==> src/rtl/lp_pkg.sv <==
// Package: shared state, wake-kind encoding and float-bit indices for the
// low-power controller. Assumes a 9-bit float vector as in the brief.
package lp_pkg;
    typedef enum logic [2:0] {
        ST_RUN     = 3'd0,
        ST_GATE    = 3'd1,
        ST_OSCOFF  = 3'd2,
        ST_STANDBY = 3'd3,
        ST_STAB    = 3'd4,
        ST_QUAL    = 3'd5,
        ST_WAKE    = 3'd6
    } lp_state_e;

    typedef enum logic [1:0] {
        WK_RESUME = 2'd0,
        WK_VEC3   = 2'd1,
        WK_VEC0   = 2'd2
    } wake_kind_e;

    typedef enum logic [1:0] {
        FL_NONE  = 2'd0,
        FL_PORTS = 2'd1,
        FL_ALL   = 2'd2
    } float_lvl_e;

    localparam int NFLOAT   = 9;
    localparam int FB_P1    = 0;
    localparam int FB_P2LO  = 1;
    localparam int FB_P2HI  = 2;
    localparam int FB_BUS   = 3;
    localparam int FB_ALE   = 4;
    localparam int FB_PSEN  = 5;
    localparam int FB_PROG  = 6;
    localparam int FB_STRB  = 7;
    localparam int FB_T0    = 8;
endpackage

==> src/rtl/lp_float_map.sv <==
// Module: lp_float_map
// Turns a float level, the program-memory mode and the standby flag into
// per-pin-group float enables. Purely combinational. Assumes that in
// external-program mode the fetch path (ALE, PSEN, port 2 low nibble, bus)
// must keep running under software float.
module lp_float_map
    import lp_pkg::*;
(
    input  float_lvl_e              lvl,
    input  logic                    ext_prog,
    input  logic                    standby,
    output logic [NFLOAT-1:0]       fmap
);
    // Table lookup of the float groups for the requested level.
    always_comb begin
        fmap = '0;
        if (standby) begin
            fmap = '1;
        end else begin
            case (lvl)
                FL_PORTS: begin
                    fmap[FB_P1]   = 1'b1;
                    fmap[FB_P2HI] = 1'b1;
                    fmap[FB_P2LO] = !ext_prog;
                    fmap[FB_BUS]  = !ext_prog;
                end
                FL_ALL: begin
                    fmap          = '1;
                    fmap[FB_ALE]  = !ext_prog;
                    fmap[FB_PSEN] = !ext_prog;
                    fmap[FB_P2LO] = !ext_prog;
                    fmap[FB_BUS]  = !ext_prog;
                end
                default: fmap = '0;
            endcase
        end
    end
endmodule

==> src/rtl/lp_ale_qual.sv <==
// Module: lp_ale_qual
// Counts address-latch pulses while a wake pin stays low. Reports
// qualification in the cycle that samples the final required pulse.
// Assumes ale_pulse is a one-cycle strobe; the count clears whenever
// 'active' drops.
module lp_ale_qual #(
    parameter int PULSES = 2,
    localparam int CW = $clog2(PULSES + 1)
) (
    input  logic clk,
    input  logic rst_n,
    input  logic active,
    input  logic ale_pulse,
    output logic done
);
    logic [CW-1:0] cnt_q;

    assign done = active && ale_pulse && (cnt_q == CW'(PULSES - 1));

    // Pulse counter, cleared when the wake pin is not being qualified.
    always_ff @(posedge clk) begin
        if (!rst_n || !active) begin
            cnt_q <= '0;
        end else if (ale_pulse && !done) begin
            cnt_q <= cnt_q + CW'(1);
        end
    end

    a_r7_clear_when_idle: assert property (@(posedge clk) disable iff (!rst_n)
        !active |=> (cnt_q == '0));
    a_r7_hold_without_pulse: assert property (@(posedge clk) disable iff (!rst_n)
        (active && !ale_pulse && $past(rst_n)) |=> (!active || cnt_q == $past(cnt_q)));
endmodule

==> src/rtl/lp_stab_timer.sv <==
// Module: lp_stab_timer
// Down-counter modelling oscillator settling time. Loaded on entry to the
// settling state, counts while active, expires at zero.
// Assumes 'load' is asserted for one cycle just before 'active' rises.
module lp_stab_timer #(
    parameter int STAB_W = 8
) (
    input  logic              clk,
    input  logic              rst_n,
    input  logic              load,
    input  logic              active,
    input  logic [STAB_W-1:0] load_val,
    output logic              expired
);
    logic [STAB_W-1:0] cnt_q;

    assign expired = active && (cnt_q == '0);

    // Load or count down toward zero.
    always_ff @(posedge clk) begin
        if (!rst_n) begin
            cnt_q <= '0;
        end else if (load) begin
            cnt_q <= load_val;
        end else if (active && cnt_q != '0) begin
            cnt_q <= cnt_q - STAB_W'(1);
        end
    end

    a_r9_counts_down: assert property (@(posedge clk) disable iff (!rst_n)
        (active && !load && cnt_q != '0) |=> (cnt_q == $past(cnt_q) - STAB_W'(1)));
endmodule

==> src/rtl/lp_mode_ctrl.sv <==
// Module: lp_mode_ctrl (top)
// Power-mode state machine: clock gating, oscillator stop, hardware
// standby, wake qualification and restart-vector choice, plus registered
// pad float enables. Assumes instruction strobes arrive with
// instr_boundary, and that ext_prog is static while running.
module lp_mode_ctrl
    import lp_pkg::*;
#(
    parameter int STAB_W      = 8,
    parameter int QUAL_PULSES = 2
) (
    input  logic              clk,
    input  logic              rst_n,
    input  logic              op_halt,
    input  logic              op_oscstop,
    input  logic              op_float,
    input  logic              op_floatall,
    input  logic              op_release,
    input  logic              instr_boundary,
    input  logic              int_n,
    input  logic              reset_pin_n,
    input  logic              standby_n,
    input  logic              int_enable,
    input  logic              in_isr,
    input  logic              ext_prog,
    input  logic              ale_pulse,
    input  logic [STAB_W-1:0] stab_cycles,
    output logic              cpu_clk_en,
    output logic              osc_en,
    output logic [NFLOAT-1:0] float_en,
    output logic              wake_req,
    output logic [1:0]        wake_kind
);
    lp_state_e  state_q, state_d;
    logic       from_sb_q, from_sb_d;
    logic       sleep_osc_q, sleep_osc_d;
    logic       src_rst_q, src_rst_d;
    wake_kind_e kind_q, kind_d;
    float_lvl_e lvl_q, lvl_d;
    logic [NFLOAT-1:0] float_q, fmap;
    logic       pin_low, src_low, qual_done, stab_exp, stab_load, upd_ok;

    assign pin_low = !int_n || !reset_pin_n;
    assign src_low = src_rst_q ? !reset_pin_n : !int_n;

    lp_ale_qual #(.PULSES(QUAL_PULSES)) u_qual (
        .clk(clk), .rst_n(rst_n),
        .active(state_q == ST_QUAL && src_low),
        .ale_pulse(ale_pulse), .done(qual_done)
    );

    assign stab_load = (state_d == ST_STAB) && (state_q != ST_STAB);

    lp_stab_timer #(.STAB_W(STAB_W)) u_stab (
        .clk(clk), .rst_n(rst_n), .load(stab_load),
        .active(state_q == ST_STAB), .load_val(stab_cycles),
        .expired(stab_exp)
    );

    // Next-state and wake bookkeeping for the power-mode machine.
    always_comb begin
        state_d     = state_q;
        from_sb_d   = from_sb_q;
        sleep_osc_d = sleep_osc_q;
        src_rst_d   = src_rst_q;
        kind_d      = kind_q;
        if (!standby_n) begin
            state_d   = ST_STANDBY;
            from_sb_d = 1'b1;
        end else begin
            case (state_q)
                ST_RUN: begin
                    from_sb_d = 1'b0;
                    if (op_oscstop) begin
                        state_d     = ST_OSCOFF;
                        sleep_osc_d = 1'b1;
                    end else if (op_halt) begin
                        state_d     = ST_GATE;
                        sleep_osc_d = 1'b0;
                    end
                end
                ST_GATE: begin
                    if (pin_low) begin
                        state_d   = ST_QUAL;
                        src_rst_d = !reset_pin_n;
                    end
                end
                ST_OSCOFF: begin
                    if (pin_low) state_d = ST_STAB;
                end
                ST_STANDBY: begin
                    state_d = ST_STAB;
                end
                ST_STAB: begin
                    if (stab_exp) begin
                        if (pin_low) begin
                            state_d   = ST_QUAL;
                            src_rst_d = !reset_pin_n;
                        end else if (from_sb_q) begin
                            state_d = ST_WAKE;
                            kind_d  = WK_RESUME;
                        end else begin
                            state_d = ST_OSCOFF;
                        end
                    end
                end
                ST_QUAL: begin
                    if (!src_low) begin
                        if (from_sb_q) begin
                            state_d = ST_WAKE;
                            kind_d  = WK_RESUME;
                        end else begin
                            state_d = sleep_osc_q ? ST_OSCOFF : ST_GATE;
                        end
                    end else if (qual_done) begin
                        state_d = ST_WAKE;
                        if (src_rst_q)                  kind_d = WK_VEC0;
                        else if (int_enable && !in_isr) kind_d = WK_VEC3;
                        else                            kind_d = WK_RESUME;
                    end
                end
                ST_WAKE: state_d = ST_RUN;
                default: state_d = ST_RUN;
            endcase
        end
    end

    // Next float level: pin-low release beats instructions.
    always_comb begin
        lvl_d = lvl_q;
        if (pin_low)                          lvl_d = FL_NONE;
        else if (state_q == ST_RUN) begin
            if (op_release)                   lvl_d = FL_NONE;
            else if (op_floatall)             lvl_d = FL_ALL;
            else if (op_float)                lvl_d = FL_PORTS;
        end
    end

    assign upd_ok = instr_boundary || (state_q != ST_RUN) || (state_d != ST_RUN);

    lp_float_map u_map (
        .lvl(lvl_d), .ext_prog(ext_prog),
        .standby(state_d == ST_STANDBY), .fmap(fmap)
    );

    // State and bookkeeping registers.
    always_ff @(posedge clk) begin
        if (!rst_n) begin
            state_q     <= ST_RUN;
            from_sb_q   <= 1'b0;
            sleep_osc_q <= 1'b0;
            src_rst_q   <= 1'b0;
            kind_q      <= WK_RESUME;
        end else begin
            state_q     <= state_d;
            from_sb_q   <= from_sb_d;
            sleep_osc_q <= sleep_osc_d;
            src_rst_q   <= src_rst_d;
            kind_q      <= kind_d;
        end
    end

    // Float level and registered float enables, updated only when allowed.
    always_ff @(posedge clk) begin
        if (!rst_n) begin
            lvl_q   <= FL_NONE;
            float_q <= '0;
        end else if (upd_ok) begin
            lvl_q   <= lvl_d;
            float_q <= fmap;
        end
    end

    assign cpu_clk_en = (state_q == ST_RUN) || (state_q == ST_WAKE);
    assign osc_en     = (state_q != ST_OSCOFF) && (state_q != ST_STANDBY);
    assign float_en   = float_q;
    assign wake_req   = (state_q == ST_WAKE);
    assign wake_kind  = kind_q;

    a_r3_no_clk_without_osc: assert property (@(posedge clk) disable iff (!rst_n)
        !osc_en |-> !cpu_clk_en);
    a_r8_wake_single: assert property (@(posedge clk) disable iff (!rst_n)
        wake_req |=> !wake_req);
    a_r10_standby_forces: assert property (@(posedge clk) disable iff (!rst_n)
        !standby_n |=> (!osc_en && !cpu_clk_en && (&float_en)));
    a_r6_float_hold: assert property (@(posedge clk) disable iff (!rst_n)
        (state_q == ST_RUN && !instr_boundary && standby_n && !op_halt && !op_oscstop)
        |=> $stable(float_en));
    a_r12_reset_vector_src: assert property (@(posedge clk) disable iff (!rst_n)
        (wake_req && wake_kind == 2'd2 && $past(rst_n)) |-> $past(!reset_pin_n));
endmodule

==> config.mk <==
export PLATFORM = sky130hd
export DESIGN_NAME = lp_mode_ctrl
export DESIGN_NICKNAME = d
export VERILOG_FILES = /design/src/rtl/lp_pkg.sv /design/src/rtl/lp_float_map.sv /design/src/rtl/lp_ale_qual.sv /design/src/rtl/lp_stab_timer.sv /design/src/rtl/lp_mode_ctrl.sv
export SDC_FILE = /design/constraint.sdc
export NUM_CORES = 1
export LEC_CHECK = 0
export BUFFER_PORTS_ARGS = -buffer_cell sky130_fd_sc_hd__buf_2
export CORE_ASPECT_RATIO = 1.2
export CORE_MARGIN = 2
export CORE_UTILIZATION = 58
export CTS_BUF_LIST = sky130_fd_sc_hd__clkbuf_16
export DETAILED_ROUTE_END_ITERATION = 10
export PLACE_DENSITY_LB_ADDON = 0.25
export SLEW_MARGIN = 15
export SYNTH_ARGS = -nofsm -noshare
export SYNTH_HDL_FRONTEND = slang
export SYNTH_HIERARCHICAL = 1
export SYNTH_SLANG_ARGS = --single-unit
==> constraint.sdc <==
create_clock -name clk -period 5.75 [get_ports clk]
set_clock_uncertainty 0.2 [all_clocks]
set_input_delay 1.725 -clock clk [delete_from_list [all_inputs] [get_ports clk]]
set_output_delay 1.725 -clock clk [all_outputs]
set_load 0.02 [all_outputs]
==> results.yml <==
status:
  status: "finished, final reports clean"
final_layout:
  drive_gt1_share_pct: 21.0
  finalInstanceArea_um2: 1980
  final_util_pct: 71.0
  final_cell_mix: "36 x buf_2, 29 x dfxtp_1, 16 x nand2_1, 14 x nor2b_1, 13 x inv_1"
  final_nets: 259
  area.growth.synth_to_final_pct: 16.3
  diodes: 0
  final_common_cell: "buf_2"
placement:
  hpwlAfterDp_mm: 2.78
  port_buffers: 36
  place_congestion: 0.954
  placed_area_um2: 1840
worst_setup_path:
  startpoint_type: "input pin"
  worstPathArrival_ns: 4.47
  critPathKind: "in2reg"
  required_ns: 5.70
  end_kind: "register"
  rrSetupSlack_ns: 1.95
  worst-path-max-fanout: 9
synthesis:
  avgSynthCellArea_um2: 8.29
  synth_edf_count: 0
  yosysSeqAreaShare_pct: 34.1
  ys_async_sr_fraction_pct: 0
  ys_ff_latch: 29
  synth-main-ff-cell: "dfxtp_1"
  synth_fp_nets: 231
  netlist_instances: 205
  ys.warnings.count: 6
  synth.distinct_cells: 47
  syn_area_um2: 1700
timing:
  min_period_ns: 4.52
  rsz0062_at_grt: "no"
  setup_viol: 0
  max_freq_mhz: 221
  final-hold-violation-count: 0
  fin_crit_sh_pct: 78.6
  setup_tns_ns: 0
  maxSlewViolCount: 0
  tightest_slew_ns: 0.777
  fin_hold_ws_ns: 0.252
  slew_headroom_pct: 47.8
clock_network:
  postCtsHoldBufs: 0
  clkTransAtPathRegs_ns: 0.05
  postCtsSetupBuffers: 0
  htreeDepth: 2
  cts_buffer_depth: 2
  root_buffer: "clkbuf_16"
  cts_sinks: 29
  cts_resized: 0
  cts_tree: "built"
  numCtsBuffers: 5
  insertion_delay_ns: 0.27
global_routing:
  grt_max_degree: 34
  overflow: 0
  grt_pass1_vias: 1570
  grt_first_pass_wirelength_mm: 6.73
  grt_use_total_pct: 26.5
  antenna_found_initial: 0
flow_run:
  cap_viol_max_count: 0
floorplan:
  die_h_um: 63.3
  initial_core_util_pct: 61.1
  die-area_um2: 3380
  num_rows: 21
  fp.coreArea_um2: 2790
  ios: 37
  dieWidth_um: 53.4
route:
  post_drt_wl_per_cell_um: 14.9
  drt_iter0_drc: 75
  vias_per_cell: 6.15
  post-route-drc-count: 0
  finalWirelength_mm: 3.98
  via_count: 1641
  final_antenna_net_count: 0
  first_pass_iters: 4
pwr:
  p_leak_nw: 0.903
  powerDensity_nw_per_um2: 282
  vdd_drop_max_mv: 0.207
  finalPower_w: 0.000557
hold_path:
  hold_path_class: "reg2reg"
-- logic make-up (layout without fill, tap and decap cells) --
logic type      Yosys count  count (layout)  synth area share, %
compound gates           49              49                 19.2
simple gates             82              82                 28.3
fa+ha+maj                 4               4                 2.80
flops                    29              29                 34.1
xor+xnor                  1               1                0.515
buf+inv                  27              55                 7.28
mux                      13              13                 7.73
-- worst max-delay path, cell delays in order --
cell,delay [ns]
buf_2,0.13
mux2i_1,0.26
and3_1,0.30
and3_2,0.20
inv_1,0.05
nand2_1,0.07
nand2_1,0.06
a211o_1,0.31
nor4_2,0.70
inv_1,0.32
o211ai_1,0.25
mux2i_1,0.10
-- Yosys cell counts (2+ instances only) --
library cell / count / area (um^2)
a211o_1: 6 / 52.6
a21oi_1: 10 / 50.1
a31oi_1: 5 / 31.3
and2_1: 3 / 18.8
and3_1: 3 / 18.8
buf_2: 3 / 15.0
buf_4: 5 / 37.5
clkbuf_1: 7 / 26.3
dfxtp_1: 29 / 581
ha_1: 3 / 37.5
inv_1: 12 / 45.0
mux2i_1: 12 / 120
nand2_1: 16 / 60.1
nand2b_1: 2 / 12.5
nand3_1: 9 / 45.0
nand3b_1: 2 / 15.0
nand4_1: 2 / 12.5
nor2_1: 9 / 33.8
nor2b_1: 14 / 87.6
nor3_1: 5 / 25.0
o2111ai_1: 2 / 17.5
o211ai_1: 3 / 22.5
o21a_1: 3 / 22.5
o21ai_0: 8 / 40.0
o21ai_1: 2 / 10.0
o31ai_1: 4 / 30.0
or3_1: 4 / 25.0
or4_1: 2 / 15.0
or4b_1: 2 / 20.0
-- registers in the layout (all words and copies together) (netlist names) --
register / flops
float_en: 9
u_stab/cnt_q: 8
state_q: 3
lvl_q: 2
u_qual/cnt_q: 2
wake_kind: 2
from_sb_q: 1
sleep_osc_q: 1
src_rst_q: 1
-- stage by stage --
step,instances,setup slack (ns)
global placement,260,1.22
global route,267,0.949
floorplan,205,1.68
CTS,267,1.24
finish,267,1.23
detailed placement,260,1.05
-- metal layers --
metal  track usage [%]  vias to the layer above  wire length, um
met5                 0                        -                0
met4              11.9                        0               61
met3              7.35                        8              235
met2              44.6                       72             2040
met1              30.1                      772             1650
li1                  -                      789                -
-- final timing paths --
check                from  depth (start not counted)         endpoint
max           reset_pin_n                         12  u_stab/cnt_q[1]
min          wake_kind[1]                          2     wake_kind[1]
min reg2reg  wake_kind[1]                          2     wake_kind[1]
max reg2reg    state_q[2]                         11  u_stab/cnt_q[7]
-- final cells by class --
class,instances,area [um^2]
sequential,29,581
clock inverter,2,7.51
inverter,12,45.0
tap,34,42.5
clock buffer,5,125
fill,231,808
timing repair buffer,36,180
multi-input combinational,149,996
-- report_power, final --
part | total, W | internal, W | switching [W]
clock network | 0.000234 | 0.000154 | 0.0000807
registers | 0.000226 | 0.000213 | 0.0000129
logic | 0.0000969 | 0.0000394 | 0.0000575
total | 0.000557 | 0.000406 | 0.000151
Note: power is estimated with default switching activity, not from simulation.
